**config.mk**
```make
export PLATFORM = sky130hd
export DESIGN_NAME = r16_mac
export DESIGN_NICKNAME = d
export VERILOG_FILES = /design/src/rtl/r16_mac_pkg.sv /design/src/rtl/r16_mac_pp.sv /design/src/rtl/r16_mac_acc.sv /design/src/rtl/r16_mac_ctrl.sv /design/src/rtl/r16_mac.sv
export SDC_FILE = /design/constraint.sdc
export NUM_CORES = 1
export LEC_CHECK = 0
export BUFFER_PORTS_ARGS = -buffer_cell sky130_fd_sc_hd__buf_2
export CELL_PAD_IN_SITES_DETAIL_PLACEMENT = 1
export CELL_PAD_IN_SITES_GLOBAL_PLACEMENT = 1
export CORE_MARGIN = 8
export CORE_UTILIZATION = 45
export DETAILED_ROUTE_END_ITERATION = 6
export PLACE_DENSITY_LB_ADDON = 0.15
export SLEW_MARGIN = 20
export SYNTH_ARGS = -nofsm -noshare
export SYNTH_HDL_FRONTEND = slang
export SYNTH_SLANG_ARGS = --single-unit
export TNS_END_PERCENT = 30
```
**constraint.sdc**
```tcl
create_clock -name clk_i -period 9.1 [get_ports clk_i]
set_clock_uncertainty 0.15 [all_clocks]
set_input_delay 0.455 -clock clk_i [delete_from_list [all_inputs] [get_ports clk_i]]
set_output_delay 0.455 -clock clk_i [all_outputs]
set_load 0.02 [all_outputs]
```
**src/rtl/r16_mac_pkg.sv**
```systemverilog
`timescale 1ns/1ps
package r16_mac_pkg;
  typedef enum logic [1:0] {
    ST_IDLE = 2'd0,
    ST_RUN  = 2'd1,
    ST_HOLD = 2'd2
  } mac_state_e;
endpackage

```
**src/rtl/r16_mac_pp.sv**
```systemverilog
`timescale 1ns/1ps
// Partial product of one multiplier digit and the multiplicand.
module r16_mac_pp #(
  parameter int MCAND_W = 24,
  parameter int DIGIT_W = 4
) (
  input  logic [MCAND_W-1:0]         mcand_i,
  input  logic [DIGIT_W-1:0]         digit_i,
  input  logic                       sgn_i,
  input  logic                       top_digit_i,
  output logic [MCAND_W+DIGIT_W-1:0] pp_o
);
  localparam int PP_W = MCAND_W + DIGIT_W;

  logic [PP_W-1:0] mcand_x;
  logic [PP_W-1:0] term [DIGIT_W];

  assign mcand_x = sgn_i ? {{DIGIT_W{mcand_i[MCAND_W-1]}}, mcand_i}
                         : {{DIGIT_W{1'b0}}, mcand_i};

  generate
    for (genvar i = 0; i < DIGIT_W; i++) begin : g_term
      assign term[i] = digit_i[i] ? (mcand_x << i) : '0;
    end
  endgenerate

  // The top bit of the final digit carries negative weight in signed mode.
  always_comb begin
    pp_o = '0;
    for (int i = 0; i < DIGIT_W; i++) begin
      if ((i == DIGIT_W - 1) && sgn_i && top_digit_i) pp_o = pp_o - term[i];
      else                                            pp_o = pp_o + term[i];
    end
  end
endmodule

```
**src/rtl/r16_mac_acc.sv**
```systemverilog
`timescale 1ns/1ps
// Shared shift-accumulator: multiplier source in the low half, sum above.
module r16_mac_acc #(
  parameter int MCAND_W = 24,
  parameter int MPLR_W  = 16,
  parameter int DIGIT_W = 4
) (
  input  logic                       clk_i,
  input  logic                       rst_ni,
  input  logic                       load_i,
  input  logic                       step_i,
  input  logic                       sgn_i,
  input  logic [MCAND_W-1:0]         mcand_i,
  input  logic [MPLR_W-1:0]          mplr_i,
  input  logic [MCAND_W+DIGIT_W-1:0] pp_i,
  output logic [DIGIT_W-1:0]         digit_o,
  output logic [MCAND_W-1:0]         mcand_q_o,
  output logic                       sgn_q_o,
  output logic [MCAND_W+MPLR_W-1:0]  res_o
);
  localparam int ACC_W = 2 * MCAND_W;
  localparam int PP_W  = MCAND_W + DIGIT_W;
  localparam int ALIGN = MCAND_W - MPLR_W;

  logic [ACC_W-1:0]   acc_q;
  logic [MCAND_W-1:0] mcand_q;
  logic               sgn_q;
  logic [PP_W-1:0]    hi_x;
  logic [PP_W-1:0]    top_sum;

  assign hi_x = sgn_q ? {{DIGIT_W{acc_q[ACC_W-1]}}, acc_q[ACC_W-1:MCAND_W]}
                      : {{DIGIT_W{1'b0}}, acc_q[ACC_W-1:MCAND_W]};
  assign top_sum = hi_x + pp_i;

  always_ff @(posedge clk_i or negedge rst_ni) begin
    if (!rst_ni) begin
      acc_q   <= '0;
      mcand_q <= '0;
      sgn_q   <= 1'b0;
    end else if (load_i) begin
      acc_q   <= {{(ACC_W-MPLR_W){1'b0}}, mplr_i};
      mcand_q <= mcand_i;
      sgn_q   <= sgn_i;
    end else if (step_i) begin
      acc_q   <= {top_sum, acc_q[MCAND_W-1:DIGIT_W]};
    end
  end

  assign digit_o   = acc_q[DIGIT_W-1:0];
  assign mcand_q_o = mcand_q;
  assign sgn_q_o   = sgn_q;
  assign res_o     = acc_q[ACC_W-1:ALIGN];
endmodule

```
**src/rtl/r16_mac_ctrl.sv**
```systemverilog
`timescale 1ns/1ps
// Sequencer: accept, run ITERS digit cycles, hold result until taken.
module r16_mac_ctrl
  import r16_mac_pkg::*;
#(
  parameter int ITERS = 4
) (
  input  logic clk_i,
  input  logic rst_ni,
  input  logic in_valid_i,
  input  logic out_ready_i,
  output logic in_ready_o,
  output logic load_o,
  output logic step_o,
  output logic top_o,
  output logic busy_o,
  output logic out_valid_o,
  output logic done_o
);
  localparam int CNT_W = (ITERS > 1) ? $clog2(ITERS) : 1;

  mac_state_e       state_q;
  logic [CNT_W-1:0] cnt_q;
  logic             done_q;

  assign in_ready_o  = (state_q == ST_IDLE);
  assign load_o      = in_ready_o && in_valid_i;
  assign step_o      = (state_q == ST_RUN);
  assign top_o       = step_o && (cnt_q == CNT_W'(ITERS - 1));
  assign busy_o      = step_o;
  assign out_valid_o = (state_q == ST_HOLD);
  assign done_o      = done_q;

  always_ff @(posedge clk_i or negedge rst_ni) begin
    if (!rst_ni) begin
      state_q <= ST_IDLE;
      cnt_q   <= '0;
      done_q  <= 1'b0;
    end else begin
      done_q <= 1'b0;
      unique case (state_q)
        ST_IDLE: if (in_valid_i) begin
          state_q <= ST_RUN;
          cnt_q   <= '0;
        end
        ST_RUN: begin
          cnt_q <= cnt_q + 1'b1;
          if (top_o) begin
            state_q <= ST_HOLD;
            done_q  <= 1'b1;
          end
        end
        ST_HOLD: if (out_ready_i) state_q <= ST_IDLE;
        default: state_q <= ST_IDLE;
      endcase
    end
  end
endmodule

```
**src/rtl/r16_mac.sv**
```systemverilog
`timescale 1ns/1ps
module r16_mac #(
  parameter int MCAND_W = 24,
  parameter int OPA_W   = 16,
  parameter int MPLR_W  = 16,
  parameter int DIGIT_W = 4
) (
  input  logic                      clk_i,
  input  logic                      rst_ni,
  input  logic                      in_valid_i,
  output logic                      in_ready_o,
  input  logic [OPA_W-1:0]          opa_i,
  input  logic [MCAND_W-OPA_W-1:0]  opb_i,
  input  logic [MPLR_W-1:0]         mplr_i,
  input  logic                      signed_i,
  output logic                      out_valid_o,
  input  logic                      out_ready_i,
  output logic [MCAND_W+MPLR_W-1:0] result_o,
  output logic                      busy_o,
  output logic                      done_o
);
  localparam int OPB_W = MCAND_W - OPA_W;
  localparam int PP_W  = MCAND_W + DIGIT_W;
  localparam int ITERS = MPLR_W / DIGIT_W;
  localparam int RES_W = MCAND_W + MPLR_W;

  logic [MCAND_W-1:0] mcand_in;
  logic [MCAND_W-1:0] mcand_q;
  logic [DIGIT_W-1:0] digit;
  logic [PP_W-1:0]    pp;
  logic               sgn_q;
  logic               load, step, top;

  assign mcand_in = signed_i ? {{OPB_W{opa_i[OPA_W-1]}}, opa_i} : {opb_i, opa_i};

  r16_mac_ctrl #(.ITERS(ITERS)) ctrl_i (
    .clk_i      (clk_i),
    .rst_ni     (rst_ni),
    .in_valid_i (in_valid_i),
    .out_ready_i(out_ready_i),
    .in_ready_o (in_ready_o),
    .load_o     (load),
    .step_o     (step),
    .top_o      (top),
    .busy_o     (busy_o),
    .out_valid_o(out_valid_o),
    .done_o     (done_o)
  );

  r16_mac_pp #(.MCAND_W(MCAND_W), .DIGIT_W(DIGIT_W)) pp_i (
    .mcand_i    (mcand_q),
    .digit_i    (digit),
    .sgn_i      (sgn_q),
    .top_digit_i(top),
    .pp_o       (pp)
  );

  r16_mac_acc #(.MCAND_W(MCAND_W), .MPLR_W(MPLR_W), .DIGIT_W(DIGIT_W)) acc_i (
    .clk_i    (clk_i),
    .rst_ni   (rst_ni),
    .load_i   (load),
    .step_i   (step),
    .sgn_i    (signed_i),
    .mcand_i  (mcand_in),
    .mplr_i   (mplr_i),
    .pp_i     (pp),
    .digit_o  (digit),
    .mcand_q_o(mcand_q),
    .sgn_q_o  (sgn_q),
    .res_o    (result_o)
  );
endmodule

```
Yosys cells after proc, flatten, opt, wreduce, memory -nomap -nowiden
Index checks and enable logic that the tools add are counted.
Operators by class
  add/subtract/negate cells: 6
  equal/unequal tests: 6
  mux-type cells: 18
  reductions and logical operators: 8
Operators by type and width (number)
  28-bit 2-to-1 mux: 7
  28-bit adder: 4
  48-bit 2-to-1 mux: 2
  28-bit subtractor: 1
  24-bit 2-to-1 mux: 1
  2-bit 2-to-1 mux: 4
  2-bit case mux with 3 select lines: 1
  2-bit == test (second input constant): 2
  2-bit by 1-bit inequality test with 1-bit output (second input constant): 2
  2-bit case mux with 2 select lines: 1
  2-bit nonzero test: 2
  1-bit logical AND: 3
  3-bit AND reduction: 1
  2-bit by 1-bit adder with 2-bit output (second input constant): 1
  2-bit by 1-bit == test with 1-bit output (second input constant): 1
  2-bit zero test: 1
  1-bit 2-to-1 mux: 2
  2-bit inequality test (second input constant): 1
  2-bit AND reduction: 1
Word-level totals
  flip-flop bits (word level): 78
  output and inout bits: 44

Depth between registers and ports, before layout
  depth after elaboration: 9
  mapped depth: 34

Modules after synthesis
Synthesis repeated with hierarchy kept, for this count alone.
Second synthesis, totals
  cells, all modules: 1067
  area, all modules: 8863.5 um2
Modules (own cells, without submodules)
  r16_mac_acc: instances 1, cells an instance 480, area an instance 4668.2 um2, sequential area each 1826.8 um2
  r16_mac_pp: instances 1, cells an instance 558, area an instance 3819.9 um2, sequential area each 0.0 um2
  r16_mac_ctrl: instances 1, cells an instance 20, area an instance 244.0 um2, sequential area each 125.1 um2
  r16_mac: instances 1, cells an instance 9, area an instance 131.4 um2, sequential area each 0.0 um2

Least setup slack after synthesis
No wires, ideal clock.
  kind: register to register
  start: register acc_i.acc_q[0]
  end: register acc_i.acc_q[47]
  library setup time: 0.078 ns
  arrival time: 6.675 ns
  data required time: 8.872 ns
  setup slack: 2.197 ns
  stages on the path, launching flop included: 35
  clock period less this slack: 6.903 ns
  cell sequence: dfrtp_1 > clkbuf_1 > clkbuf_1 > nand2_1 > fa_1 > inv_1 > ha_1 > nor2b_1 > o21ai_1 > a21boi_0 > o41ai_1 > o21ai_0 > a21oi_1 > xnor2_1 > ha_1 > nand2_1 > nor3_1 > o21ai_0 > a31oi_1 > o21ai_0 > a21boi_0 > nor2_1 > xnor2_1 > ha_1 > clkbuf_1 > a21o_1 > o21a_1 > a311o_1 > o31a_1 > a41oi_1 > o21ai_1 > a31oi_1 > xnor2_1 > xor2_1 > o2bb2ai_1
Between the ends
  word-level cells in the longest chain between the ends: 8
RTL lines
  start: declaration: line r16_mac_acc.sv:25  | logic [ACC_W-1:0] acc_q;
  start signal: assignment: line r16_mac_acc.sv:41  | acc_q <= {{(ACC_W-MPLR_W){1'b0}}, mplr_i};
  start signal: assignment: line r16_mac_acc.sv:45  | acc_q <= {top_sum, acc_q[MCAND_W-1:DIGIT_W]};
  28-bit 2-to-1 mux *: line r16_mac_pp.sv:23  | assign term[i] = digit_i[i] ? (mcand_x << i) : '0;
  28-bit adder * (2 in a row): line r16_mac_pp.sv:32  | else pp_o = pp_o + term[i];
  28-bit adder or 28-bit subtractor (tied branches): line r16_mac_pp.sv:32, r16_mac_pp.sv:31
  28-bit 2-to-1 mux *: line r16_mac_pp.sv:31  | if ((i == DIGIT_W - 1) && sgn_i && top_digit_i) pp_o = pp_o - term[i];
  28-bit adder *: line r16_mac_acc.sv:33  | assign top_sum = hi_x + pp_i;
  48-bit 2-to-1 mux *: line r16_mac_acc.sv:44  | end else if (step_i) begin
  48-bit 2-to-1 mux *: line r16_mac_acc.sv:40  | end else if (load_i) begin
Every way passes the cells marked *; elsewhere a longest branch is shown, timed or not. The select of a mux whose other input is x is not followed.
A chain may end at the register's enable or synchronous reset.

Worst setup path in the final report
Ends and elaborated chain as after synthesis.

==> results.py <==
metrics = {
    "timing": {
        "fmax_ghz": 0.126,
        "tns_ns": 0,
        "drv_slew": 0,
        "tightest_slew_ns": 0.883,
        "finalCriticalPeriod_ns": 7.94,
        "fin_crit_sh": 0.872,
        "finalSetupViolations": 0,
        "rsz0062_at_grt": "no",
        "finalHoldViolCount": 0,
        "slew_headroom": 0.406,
    },
    "clocking": {
        "path_clk_slew_ns": 0.08,
        "tritoncts": "built",
        "cts_max_level": 3,
        "root_buffer": "clkbuf_16",
        "numCtsBuffers": 9,
        "clock_sinks": 78,
        "cts_resized": 0,
        "clk_latency_ns": 0.36,
        "cts_buffer_depth": 2,
        "postCtsSetupBuffers": 0,
    },
    "detailed_routing": {
        "drt_first_pass_iters": 5,
        "drt_iter0_drc": 262,
        "wl_per_cell_um": 18.2,
        "drcViolationCount": 0,
        "vias": 7590,
        "viasPerCell": 5.66,
        "drt-total-wl_um": 24400,
        "drt.antenna.violating_nets": 0,
    },
    "placed_design": {
        "port-buffer-count": 88,
        "hpwl_um": 18800,
        "dp_cells": 1325,
        "gp_congestion": 0.848,
    },
    "logic_synthesis": {
        "netlist_area_mm2": 0.00855,
        "synth_fp_nets": 1236,
        "ys_seq_area_frac": 0.228,
        "avgSynthCellArea_um2": 7.90,
        "yosysUniqueCellTypes": 68,
        "synthCells": 1083,
        "synthFlopType": "dfrtp_1",
        "synth_edf_count": 0,
        "ys_ff_latch": 78,
        "synth_async_sr_flop_share": 1.00,
        "synth_warnings": 0,
    },
    "layout": {
        "final_cells": 1342,
        "seq_area_mm2": 0.00195,
        "layout-drive-gt1-share": 0.131,
        "area_growth_pct": 7.42,
        "nFillCells": 2311,
        "multiInputGateArea_mm2": 0.00584,
        "fin_nets": 1256,
        "antennaDiodeCount": 0,
    },
    "critical_path": {
        "crit_path_end_kind": "flip-flop",
        "start_kind": "flip-flop",
        "crit_required_ns": 9.17,
        "cp.arrival_ns": 8.01,
        "cpPeakStageDelay_ns": 0.70,
        "crit_slowest_cell": "dfrtp_1",
        "critical_path_class": "flip-flop to flip-flop",
        "crit_fanout": 26,
    },
    "status": {
        "status": "finished, final reports clean",
    },
    "grt": {
        "grt_max_degree": 70,
        "antenna_found_initial": 0,
        "grt_pass1_vias": 7995,
        "overflow": 0,
        "grt_usage": 0.211,
        "grt_pass1_wl_um": 40900,
    },
    "floorplanning": {
        "die_height_um": 154,
        "ios": 89,
        "row_count": 50,
        "die_w_um": 154,
        "start_util": 0.457,
        "core_mm2": 0.0187,
        "die_area_mm2": 0.0237,
    },
    "worst_hold_path": {
        "hold_class": "primary input to flip-flop",
    },
    "run": {
        "cap_violations": 0,
    },
}
==> cell type report <==
class                           count  share of cell area
Inverter                           73              0.0298
Tap cell                          234              0.0319
Clock buffer                        9              0.0245
Timing Repair Buffer               98              0.0567
Sequential cell                    78               0.212
Multi-Input combinational cell    843               0.635
Clock inverter                      7             0.00953
==> routing by layer <==
metal | global-route usage | up-vias | part of all wire
met3 | 0.0283 | 25 | 0.024
met5 | 0 | - | 0
met2 | 0.380 | 82 | 0.52
met1 | 0.255 | 3752 | 0.44
met4 | 0.0639 | 0 | 0.021
li1 | - | 3731 | -
==> state kept, by name, indices dropped and copies added (netlist names) <==
register / count
ctrl_i.cnt_q: 2
acc_i.sgn_q_o: 1
ctrl_i.state_q: 2
acc_i.acc_q: 48
acc_i.mcand_q_o: 24
ctrl_i.done_o: 1
==> path summary, 6_finish.rpt <==
path                           startpoint            endpoint  slack (ns)  cells past startpoint
max                        acc_i.acc_q[0]     acc_i.acc_q[47]        1.16                     32
min                             mplr_i[8]      acc_i.acc_q[8]        0.16                      3
max reg2reg                acc_i.acc_q[0]     acc_i.acc_q[47]        1.16                     32
min reg2reg                acc_i.acc_q[4]      acc_i.acc_q[4]        0.34                      2
max in group asynchronous          rst_ni  acc_i.mcand_q_o[0]        7.35                      3
min in group asynchronous          rst_ni      acc_i.acc_q[8]        0.46                      2
==> synth_stat cells (3+ instances only) <==
| cell | instances | share of area |
|---|---|---|
| nand3_1 | 19 | 0.011 |
| dfrtp_1 | 78 | 0.23 |
| nand2b_1 | 16 | 0.012 |
| a31oi_1 | 11 | 0.0080 |
| or3_1 | 4 | 0.0029 |
| o211ai_1 | 6 | 0.0053 |
| buf_4 | 40 | 0.035 |
| o21a_1 | 13 | 0.011 |
| nand2_1 | 194 | 0.085 |
| o21ai_0 | 56 | 0.033 |
| a22oi_1 | 17 | 0.015 |
| a21o_1 | 17 | 0.015 |
| nor2_1 | 65 | 0.029 |
| nor3_1 | 19 | 0.011 |
| a211o_1 | 3 | 0.0031 |
| a21oi_1 | 79 | 0.046 |
| inv_1 | 73 | 0.032 |
| nor3b_1 | 3 | 0.0026 |
| clkbuf_1 | 39 | 0.017 |
| o21bai_1 | 8 | 0.0070 |
| o21ai_1 | 3 | 0.0018 |
| buf_1 | 7 | 0.0031 |
| o31ai_1 | 4 | 0.0035 |
| a21boi_0 | 7 | 0.0061 |
| o41ai_1 | 3 | 0.0031 |
| o22ai_1 | 10 | 0.0073 |
| xor2_1 | 28 | 0.029 |
| nor2b_1 | 7 | 0.0051 |
| mux2_2 | 17 | 0.022 |
| or2_2 | 4 | 0.0029 |
| xnor2_1 | 51 | 0.052 |
| ha_1 | 81 | 0.12 |
| a211oi_1 | 5 | 0.0044 |
| a41oi_1 | 3 | 0.0031 |
| and3_1 | 8 | 0.0059 |
| o211a_1 | 3 | 0.0035 |
| and2_1 | 13 | 0.0095 |
| fa_1 | 27 | 0.063 |
| o2111ai_1 | 5 | 0.0051 |
==> per-stage QoR <==
stage / hold WS, ns / setup WS (ns) / util / area, um^2
6_report: 0.159 / 1.16 / 0.491 / 9190
3_3_place_gp: 0.305 / 1.50 / 0.474 / 8860
3_5_place_dp: 0.308 / 1.17 / 0.474 / 8860
4_1_cts: 0.150 / 1.15 / 0.491 / 9190
2_1_floorplan: 0.00941 / 2.20 / - / 8550
5_1_grt: 0.168 / 0.341 / 0.491 / 9190
==> cell families (layout without fill, tap and decap cells) <==
family	Yosys count	after routing	share of synthesized area
flip-flops	78	78	0.228
adder cells (fa/ha/maj)	108	108	0.182
AO/OA/AOI/OAI	274	274	0.206
XOR/XNOR	80	80	0.0828
buffers and inverters	162	187	0.0905
multiplexers	18	18	0.0236
AND/OR/NAND/NOR	363	363	0.187
==> repair_timing <==
item | CTS | global route
hold buffers | 1 | 0
hold endpoints to repair | 36 | 0
setup endpoints to repair | 0 | 0
==> worst max-delay path, delay by kind of cell (launching register included) <==
kind	cells	cell delay (ns)
simple gates	6	0.96
flops	1	0.70
buf+inv	1	0.07
fa+ha+maj	5	1.91
compound gates	16	3.46
xor+xnor	4	0.52
==> cell usage in the layout (no fill, tap or decap), types with 9 or more instances in the layout <==
cell and count:
a21o_1 17, a21oi_1 79, a22oi_1 17, a31oi_1 11
and2_1 12, buf_2 87, buf_4 10, clkbuf_16 9
dfrtp_1 78, fa_1 27, ha_1 81, inv_1 73
mux2_2 17, nand2_1 194, nand2b_1 16, nand3_1 19
nor2_1 64, nor3_1 19, o21a_1 13, o21ai_0 56
o22ai_1 10, xnor2_1 51, xor2_1 28
Power is not shown: default switching activity piles up to over one toggle a cycle in this logic, so the estimate is an artifact.
